**src/rtl/fdc_seq_pkg.sv**
```systemverilog
package fdc_seq_pkg;
  typedef enum logic [1:0] {PH_IDLE, PH_CMD, PH_EXEC, PH_RES} phase_e;
  localparam int OP_W = 5;
  localparam logic [7:0] ST0_BAD_OP = 8'h80;
  localparam logic [7:0] ID_BYTE    = 8'h90;
endpackage

```
**src/rtl/fdc_op_decode.sv**
```systemverilog
module fdc_op_decode #(
  parameter int CW = 4,
  parameter int RW = 3
) (
  input  logic [fdc_seq_pkg::OP_W-1:0] op_i,
  output logic [CW-1:0]                n_cmd_o,
  output logic [RW-1:0]                n_res_o,
  output logic                         local_o,
  output logic [7:0]                   code_o,
  output logic                         nd_cfg_o
);
  always_comb begin
    local_o  = 1'b0;
    code_o   = 8'h00;
    nd_cfg_o = 1'b0;
    unique case (op_i)
      5'b00110, 5'b01100, 5'b00101, 5'b01001,
      5'b00010, 5'b10001, 5'b11001, 5'b11101: begin
        n_cmd_o = CW'(9); n_res_o = RW'(7);
      end
      5'b01010: begin n_cmd_o = CW'(2); n_res_o = RW'(7); end
      5'b01101: begin n_cmd_o = CW'(6); n_res_o = RW'(7); end
      5'b00111: begin n_cmd_o = CW'(2); n_res_o = RW'(0); end
      5'b01000: begin n_cmd_o = CW'(1); n_res_o = RW'(2); end
      5'b00011: begin n_cmd_o = CW'(3); n_res_o = RW'(0); nd_cfg_o = 1'b1; end
      5'b00100: begin n_cmd_o = CW'(2); n_res_o = RW'(1); end
      5'b01111: begin n_cmd_o = CW'(3); n_res_o = RW'(0); end
      5'b10000: begin
        n_cmd_o = CW'(1); n_res_o = RW'(1);
        local_o = 1'b1;   code_o  = fdc_seq_pkg::ID_BYTE;
      end
      default: begin
        n_cmd_o = CW'(1); n_res_o = RW'(1);
        local_o = 1'b1;   code_o  = fdc_seq_pkg::ST0_BAD_OP;
      end
    endcase
  end
endmodule

```
**src/rtl/fdc_cmd_store.sv**
```systemverilog
module fdc_cmd_store #(
  parameter int DW = 8,
  parameter int N  = 9,
  parameter int CW = 4
) (
  input  logic          clk_i,
  input  logic          rst_ni,
  input  logic          we_i,
  input  logic [CW-1:0] idx_i,
  input  logic [DW-1:0] d_i,
  output logic [N*DW-1:0] bytes_o
);
  for (genvar k = 0; k < N; k++) begin : g_slot
    logic [DW-1:0] slot_q;
    always_ff @(posedge clk_i or negedge rst_ni) begin
      if (!rst_ni)                              slot_q <= '0;
      else if (we_i && idx_i == CW'(k))         slot_q <= d_i;
      else if (we_i && idx_i == '0)             slot_q <= '0;  // new command clears stale bytes
    end
    assign bytes_o[k*DW +: DW] = slot_q;
  end
endmodule

```
**src/rtl/fdc_res_store.sv**
```systemverilog
module fdc_res_store #(
  parameter int DW = 8,
  parameter int N  = 7,
  parameter int RW = 3
) (
  input  logic            clk_i,
  input  logic            rst_ni,
  input  logic            load_i,
  input  logic [N*DW-1:0] d_i,
  input  logic [RW-1:0]   sel_i,
  output logic [DW-1:0]   q_o
);
  logic [DW-1:0] mem_q [N];

  for (genvar k = 0; k < N; k++) begin : g_slot
    always_ff @(posedge clk_i or negedge rst_ni) begin
      if (!rst_ni)     mem_q[k] <= '0;
      else if (load_i) mem_q[k] <= d_i[k*DW +: DW];
    end
  end

  always_comb begin
    q_o = '0;
    for (int k = 0; k < N; k++)
      if (sel_i == RW'(k)) q_o = mem_q[k];
  end
endmodule

```
**src/rtl/fdc_cmd_seq.sv**
```systemverilog
module fdc_cmd_seq #(
  parameter int DW      = 8,
  parameter int MAX_CMD = 9,
  parameter int MAX_RES = 7,
  parameter int DRIVES  = 4,
  localparam int CW = $clog2(MAX_CMD + 1),
  localparam int RW = $clog2(MAX_RES + 1),
  localparam int MW = DRIVES + 4
) (
  input  logic                  clk_i,
  input  logic                  rst_ni,
  input  logic                  wr_i,
  input  logic                  rd_i,
  input  logic [DW-1:0]         wdata_i,
  output logic [DW-1:0]         rdata_o,
  input  logic [DRIVES-1:0]     seek_busy_i,
  input  logic                  exec_done_i,
  input  logic [MAX_RES*DW-1:0] res_bytes_i,
  output logic [MW-1:0]         msr_o,
  output logic                  cmd_valid_o,
  output logic [CW-1:0]         cmd_len_o,
  output logic [MAX_CMD*DW-1:0] cmd_bytes_o
);
  import fdc_seq_pkg::*;

  phase_e        phase_q;
  logic [CW-1:0] idx_q, n_cmd_q, st_idx, cur_len;
  logic [RW-1:0] n_res_q, ridx_q;
  logic          valid_q, nd_q, nd_cfg_q;

  logic [CW-1:0] dec_n_cmd;
  logic [RW-1:0] dec_n_res;
  logic          dec_local, dec_nd_cfg;
  logic [7:0]    dec_code;

  logic wr_acc, rd_acc, last_wr, local_load, res_load;
  logic [MAX_RES*DW-1:0] res_d;
  logic [DW-1:0]         res_q;

  fdc_op_decode #(.CW(CW), .RW(RW)) u_dec (
    .op_i     (wdata_i[OP_W-1:0]),
    .n_cmd_o  (dec_n_cmd),
    .n_res_o  (dec_n_res),
    .local_o  (dec_local),
    .code_o   (dec_code),
    .nd_cfg_o (dec_nd_cfg)
  );

  assign wr_acc  = wr_i && (phase_q == PH_IDLE || phase_q == PH_CMD);
  assign rd_acc  = rd_i && (phase_q == PH_RES);
  assign st_idx  = (phase_q == PH_IDLE) ? '0 : idx_q;
  assign cur_len = (phase_q == PH_IDLE) ? dec_n_cmd : n_cmd_q;
  assign last_wr = wr_acc && (st_idx == cur_len - CW'(1));

  fdc_cmd_store #(.DW(DW), .N(MAX_CMD), .CW(CW)) u_cmd (
    .clk_i   (clk_i),
    .rst_ni  (rst_ni),
    .we_i    (wr_acc),
    .idx_i   (st_idx),
    .d_i     (wdata_i),
    .bytes_o (cmd_bytes_o)
  );

  assign local_load = wr_acc && (phase_q == PH_IDLE) && dec_local;
  assign res_load   = local_load || (phase_q == PH_EXEC && exec_done_i);
  assign res_d      = local_load ? {{(MAX_RES*DW-8){1'b0}}, dec_code} : res_bytes_i;

  fdc_res_store #(.DW(DW), .N(MAX_RES), .RW(RW)) u_res (
    .clk_i  (clk_i),
    .rst_ni (rst_ni),
    .load_i (res_load),
    .d_i    (res_d),
    .sel_i  (ridx_q),
    .q_o    (res_q)
  );

  always_ff @(posedge clk_i or negedge rst_ni) begin
    if (!rst_ni) begin
      phase_q  <= PH_IDLE;
      idx_q    <= '0;
      n_cmd_q  <= '0;
      n_res_q  <= '0;
      ridx_q   <= '0;
      valid_q  <= 1'b0;
      nd_q     <= 1'b0;
      nd_cfg_q <= 1'b0;
    end else begin
      valid_q <= 1'b0;
      unique case (phase_q)
        PH_IDLE: if (wr_acc) begin
          n_cmd_q  <= dec_n_cmd;
          n_res_q  <= dec_n_res;
          nd_cfg_q <= dec_nd_cfg;
          ridx_q   <= '0;
          if (dec_local)   phase_q <= PH_RES;
          else if (last_wr) begin
            phase_q <= PH_EXEC;
            valid_q <= 1'b1;
          end else begin
            phase_q <= PH_CMD;
            idx_q   <= CW'(1);
          end
        end
        PH_CMD: if (wr_acc) begin
          if (last_wr) begin
            phase_q <= PH_EXEC;
            valid_q <= 1'b1;
            if (nd_cfg_q) nd_q <= wdata_i[0];
          end else begin
            idx_q <= idx_q + CW'(1);
          end
        end
        PH_EXEC: if (exec_done_i) begin
          ridx_q  <= '0;
          phase_q <= (n_res_q == '0) ? PH_IDLE : PH_RES;
        end
        PH_RES: if (rd_acc) begin
          if (ridx_q == n_res_q - RW'(1)) phase_q <= PH_IDLE;
          else                            ridx_q  <= ridx_q + RW'(1);
        end
        default: phase_q <= PH_IDLE;
      endcase
    end
  end

  assign cmd_valid_o = valid_q;
  assign cmd_len_o   = n_cmd_q;
  assign rdata_o     = (phase_q == PH_RES) ? res_q : '0;
  assign msr_o       = {phase_q != PH_EXEC,
                        phase_q == PH_RES,
                        nd_q && (phase_q == PH_EXEC),
                        phase_q != PH_IDLE,
                        seek_busy_i};
endmodule

```
**config.mk**
```make
export PLATFORM = sky130hd
export DESIGN_NAME = fdc_cmd_seq
export DESIGN_NICKNAME = d
export VERILOG_FILES = /design/src/rtl/fdc_seq_pkg.sv /design/src/rtl/fdc_op_decode.sv /design/src/rtl/fdc_cmd_store.sv /design/src/rtl/fdc_res_store.sv /design/src/rtl/fdc_cmd_seq.sv
export SDC_FILE = /design/constraint.sdc
export NUM_CORES = 1
export LEC_CHECK = 0
export ABC_AREA = 1
export BUFFER_PORTS_ARGS = -buffer_cell sky130_fd_sc_hd__buf_2
export CAP_MARGIN = 20
export CORE_UTILIZATION = 45
export CTS_CLUSTER_SIZE = 24
export DETAILED_ROUTE_END_ITERATION = 8
export PLACE_DENSITY = 0.68
export SYNTH_ARGS = -nofsm -noshare
export SYNTH_HDL_FRONTEND = slang
export SYNTH_HIERARCHICAL = 1
export SYNTH_SLANG_ARGS = --single-unit
```
**constraint.sdc**
```tcl
create_clock -name clk_i -period 4.4 [get_ports clk_i]
set_input_delay 0.44 -clock clk_i [delete_from_list [all_inputs] [get_ports clk_i]]
set_output_delay 0.44 -clock clk_i [all_outputs]
set_load 0.01 [all_outputs]
```
==> results.yml, run 1 <==
status:
  status: "complete, no violations"
routing:
  vias: 6583
  drt_first_pass_iters: 5
  drt-total-wl_um: 20100
  post_drt_wl_per_cell_um: 15.1
  drt_iter0_markers: 530
  routed_via_density: 4.93
  remaining_drc_errors: 0
  ant_nets: 0
finish:
  stdcell_area_um2: 9260
  fillerInstances: 1588
  final_cell_mix: "294 x nand2_1, 156 x buf_2, 147 x dfrtp_1"
  final_common_cell: "nand2_1"
  drive_above_1_share_pct: 24.3
  finalNetCount: 1179
  layoutNonFillerInstCount: 1334
  area_growth_syn_to_layout_pct: 18.8
  final_util_pct: 55.2
  n_antenna_cell: 0
worst_setup_path:
  setup.worst_path.start: "phase_q[1]$_DFFE_PN0P_"
  required_ns: 4.70
  cp_data_arrival_time_ns: 3.33
  crit_slowest_cell: "nand2_2"
  crit_top_cell: "buf_4"
  slowest_delay_ns: 0.50
  cp_cell_sequence: "nor2_1 -> buf_4 -> nand2_1 -> nor2_4 -> clkinv_1 -> nand2_2 -> buf_4 -> mux2_1"
  path_buf_inv: 3
  crit_path_max_fanout: 24
  cp_top_family: "simple AND/OR/NAND/NOR gates"
  cp-start-kind: "register"
  r2r-start: "phase_q[1]$_DFFE_PN0P_"
  path_class: "reg2reg"
  worstSetupEndpointType: "register"
timing:
  finalMaxSlewViolations: 0
  setup_viol: 0
  grt_setup_unrepaired: "false"
  finClkSkew_ns: 0.00850
  worstMarginPinSlew_ns: 0.806
  max_freq_mhz: 330
  max_slew_margin_pct: 46.3
  finalHoldViolations: 0
  period_needed_ns: 3.03
  period_share_pct: 68.8
  tns_ns: 0
  layout_setup_ws_ns: 1.37
  hold-worst-slack_ns: 0.0277
hold_path:
  min_path_type: "in2async"
cts:
  clk_pin_slew_ns: 0.06
  ctsHoldBuffers: 0
  cts_root_buf: "clkbuf_16"
  cts_buffers: 17
  htree_levels: 4
  clk_latency_ns: 0.43
  cts.sinks: 147
  ctsResizeCount: 0
  cts_setup_buffers: 0
  cts_tree: "built"
  clock_path_buffers: 2
die:
  dieArea_um2: 17800
  die_h_um: 134
  core_area_um2: 16800
  die_x_um: 134
  rows: 47
  pin_count: 166
  start_util_pct: 46.5
yosys:
  yosysTopAreaCell: "dfrtp_1"
  synth_cell_type_count: 38
  synth_area_per_cell_um2: 8.14
  synth.cell_area_um2: 7790
  ys_warn_count: 6
  yosysSeqAreaShare_pct: 47.2
  synth_cells: 957
  ys_ff_latch: 147
  synth_area_leaders: "dfrtp_1 47%, nand2_1 14%, mux2_1 6.9%, nor2_1 5.1%, nand3_1 4.9%"
  synth_top_area_share_pct: 47.2
power_and_ir_drop:
  total_power_mw: 5.67
  leakage_nw: 5.14
  vdd_drop_max_mv: 0.324
  powerDensity_nw_per_um2: 612
place:
  port_buffers: 157
  place_area_um2: 8680
  routabilityCongestion: 0.853
  dpl.hpwl_um: 14200
  place_inst: 1302
  place_ws_ns: 0.999
global_routing:
  grt-ovfl-total: 0
  grt_start_max_net_pins: 76
  grt_pass1_wl_um: 32500
  grt_pass1_vias: 6330
  grt_util_met2_pct: 38.4
  met3_usage_pct: 5.14
  antenna_found_initial: 0
  use_met1_pct: 31.0
  track_usage_pct: 23.5
  grt-busiest-layer: "met2"
flow_run:
  cap_viol_max_count: 0
## registers in the layout (all words and copies together) (netlist names)
register             cells
phase_q                  2
idx_q                    4
cmd_valid_o              1
u_res/mem_q             56
ridx_q                   3
n_res_q                  3
cmd_len_o                4
nd_cfg_q                 1
u_cmd/g_slot.slot_q     72
nd_q                     1
## cells by family after synthesis
| logic type | synth area share (%) |
|---|---|
| and+or+nand+nor | 32.8 |
| buffers and inverters | 9.01 |
| DFF | 47.2 |
| muxes | 7.23 |
| AOI/OAI and AO/OA | 2.36 |
| adders and majority gates | 0.803 |
| xor gates and xnor gates | 0.562 |
| other | 0.0481 |
## synth_stat cells (all sizes together)
cell type and count:
buf 34, nor3 5, nand2 312, a21oi 8
nor4 1, o21ai 21, xnor2 3, xor2 2
o22ai 1, clkinv 1, inv 113, mux2 50
nor2 126, nand3 86, a22oi 1, o2111ai 1
nand4 26, dfrtp 147, or2 1, conb 1
ha 5, a31oi 1, clkbuf 11
## report_power, final
part	internal, mW	switching [mW]
Clock	0.788	0.621
Sequential	1.81	0.298
Combinational	0.790	1.36
## final timing paths
check	to	cells after the start	slack, ns
max	u_res/mem_q[46]$_DFFE_PN0P_	8	1.37
min	u_res/mem_q[45]$_DFFE_PN0P_	1	0.03
max reg2reg	u_res/mem_q[46]$_DFFE_PN0P_	8	1.37
min reg2reg	u_cmd/g_slot[1].slot_q[1]$_DFFE_PN0P_	2	0.48
max in group asynchronous	u_res/mem_q[7]$_DFFE_PN0P_	2	3.37
min in group clk_i	cmd_len_o[3]$_DFFE_PN0P_	2	0.28
## worst register-to-register path, cell delays in order, from the launching register on
cell and delay, ns:
dfrtp_1 0.47, nor2_1 0.14, buf_4 0.22, nand2_1 0.35, nor2_4 0.20, clkinv_1 0.24
nand2_2 0.51, buf_4 0.40, mux2_1 0.38
## cell type report
class | count | area [um^2] | share of cell area, %
tap | 220 | 275 | 2.97
clock buffer | 20 | 467 | 5.04
clock inverter | 12 | 109 | 1.18
inverter | 114 | 433 | 4.68
sequential | 147 | 3680 | 39.7
multi-input combinational | 656 | 3440 | 37.2
timing repair buffer | 165 | 852 | 9.21
## routing by layer
metal / part of all wire [%] / vias up
li1: - / 3277
met1: 45 / 3080
met2: 48 / 202
met3: 5.8 / 24
met4: 1.7 / 0
met5: 0 / -
(Power assumes the default switching activity.)
==> inputs of run 2 (changes only) <==
--- a/config.mk
+++ b/config.mk
@@ -11,7 +11,7 @@
 export CORE_UTILIZATION = 45
 export CTS_CLUSTER_SIZE = 24
 export DETAILED_ROUTE_END_ITERATION = 8
-export PLACE_DENSITY = 0.68
+export PLACE_DENSITY = 0.7
 export SYNTH_ARGS = -nofsm -noshare
 export SYNTH_HDL_FRONTEND = slang
 export SYNTH_HIERARCHICAL = 1
==> constraint.sdc (replaced) <==
create_clock -name clk_i -period 2.7 [get_ports clk_i]
set_input_delay 0.27 -clock clk_i [delete_from_list [all_inputs] [get_ports clk_i]]
set_output_delay 0.27 -clock clk_i [all_outputs]
set_load 0.01 [all_outputs]
==> run 2 against run 1 <==
Against the previous run:
- sequential share of layout area down 0.56 points
- non-clock buffer count up 13
- clock-buffer cell count is the same
- register-to-register slack got worse by 0.95 ns
- wire length shrank 0.43%
- combinational power up 68%
- cell count is 0.97% higher
==> results.yml, run 2 (synthesis gave the netlist of run 1 again) <==
die:
  die_x_um: 134
  rows: 47
  dieArea_um2: 17800
  pin_count: 166
  core_area_um2: 16800
  start_util_pct: 46.5
  die_h_um: 134
timing:
  finalHoldViolations: 0
  max_slew_margin_pct: 50.2
  worstMarginPinSlew_ns: 0.747
  hold-worst-slack_ns: 0.145
  grt_setup_unrepaired: "false"
  max_freq_mhz: 410
  finalMaxSlewViolations: 0
  finClkSkew_ns: 0.00850
  tns_ns: 0
  period_share_pct: 90.4
  period_needed_ns: 2.44
  setup_viol: 0
global_routing:
  grt_start_max_net_pins: 78
  grt_pass1_wl_um: 33300
  track_usage_pct: 23.8
  grt_pass1_vias: 6558
  grt-ovfl-total: 0
  antenna_found_initial: 0
routing:
  vias: 6732
  drt_iter0_markers: 510
  drt_first_pass_iters: 5
  remaining_drc_errors: 0
  routed_via_density: 5.00
  drt-total-wl_um: 20000
  post_drt_wl_per_cell_um: 14.8
  ant_nets: 0
flow_run:
  cap_viol_max_count: 0
worst_setup_path:
  path_class: "reg2out"
  cp_data_arrival_time_ns: 2.17
  crit_path_max_fanout: 15
  cp-start-kind: "register"
  worstSetupEndpointType: "output pin"
  required_ns: 2.43
power_and_ir_drop:
  powerDensity_nw_per_um2: 992
  vdd_drop_max_mv: 0.539
  leakage_nw: 5.20
  total_power_mw: 9.31
cts:
  cts_tree: "built"
  cts_buffers: 17
  ctsHoldBuffers: 1
  cts_root_buf: "clkbuf_16"
  cts.sinks: 147
  clk_pin_slew_ns: 0.06
  htree_levels: 4
  clock_path_buffers: 2
  cts_setup_buffers: 0
  clk_latency_ns: 0.42
  ctsResizeCount: 0
status:
  status: "complete, no violations"
finish:
  n_antenna_cell: 0
  final_util_pct: 56.0
  stdcell_area_um2: 9390
  final_common_cell: "nand2_1"
  largest_registers: "u_cmd/g_slot.slot_q x72, u_res/mem_q x56"
  final_cell_mix: "294 x nand2_1, 156 x buf_2, 147 x dfrtp_1"
  drive_above_1_share_pct: 24.9
  regMostFlops: "u_cmd/g_slot.slot_q"
  largest_reg_flops: 72
  area_growth_syn_to_layout_pct: 20.5
  finalNetCount: 1192
place:
  place_area_um2: 8810
  dpl.hpwl_um: 14200
  port_buffers: 157
  routabilityCongestion: 0.882
hold_path:
  min_path_type: "in2reg"
==> run 2: changes by cell type in the layout (fill, tap and decap cells not counted), sizes merged <==
cell | previous run | this run
buf | 165 | 177
dlygate4sd3 | 0 | 1
inv | 121 | 117
clkinv | 5 | 6
bufinv | 0 | 1
clkinvlp | 0 | 2
==> run 2: power breakdown <==
part           internal (mW)  switching, mW  total [mW]
registers               2.95          0.460        3.41
clock network           1.31          0.975        2.29
logic                   1.36           2.26        3.62
total                   5.62           3.69        9.31
==> run 2: metrics by stage <==
step	cells	worst slack [ns]
final	1347	0.259
after global placement	1314	0.174
after CTS	1347	0.242
after global routing	1347	0.0679
after detailed placement	1314	0.130
after floorplan	962	0.374
==> run 2: cell type report <==
| type | instances | area, um^2 |
|---|---|---|
| clock buffers | 20 | 447 |
| clock inverters | 12 | 123 |
| fillers | 1536 | 7370 |
| inverters | 114 | 433 |
| multi-input cells | 656 | 3440 |
| flip-flops and latches | 147 | 3680 |
| well taps | 220 | 275 |
| repair buffers | 178 | 990 |
==> run 2: path summary, 6_finish.rpt <==
check                                                        endpoint                             startpoint  cells after the start  slack (ns)
worst max-delay path                                       rdata_o[1]                  ridx_q[0]$_DFFE_PN0P_                      7        0.26
worst min-delay path                         cmd_len_o[3]$_DFFE_PN0P_                                   wr_i                      2        0.15
worst max register to register                   idx_q[2]$_DFFE_PN0P_                 phase_q[1]$_DFFE_PN0P_                     14        0.42
worst min register to register  u_cmd/g_slot[8].slot_q[0]$_DFFE_PN0P_  u_cmd/g_slot[8].slot_q[0]$_DFFE_PN0P_                      2        0.48
max in group asynchronous                 u_res/mem_q[11]$_DFFE_PN0P_                                 rst_ni                      3        1.50
min in group asynchronous                 u_res/mem_q[41]$_DFFE_PN0P_                                 rst_ni                      2        0.46
==> run 2: metal layers <==
layer	GRT usage, %	vias to the layer above	wire, um
li1	-	3296	-
met1	30.8	3168	8570
met2	38.3	235	9500
met3	6.09	33	1490
met4	8.84	0	435
met5	0	-	0
==> run 2: critical path, stage by stage, from the launching register on <==
cell and delay, ns:
dfrtp_1 0.58, buf_4 0.27, nor3_4 0.40, nand2_1 0.12
nand4_1 0.11, inv_1 0.05, nor2_1 0.09, buf_2 0.14
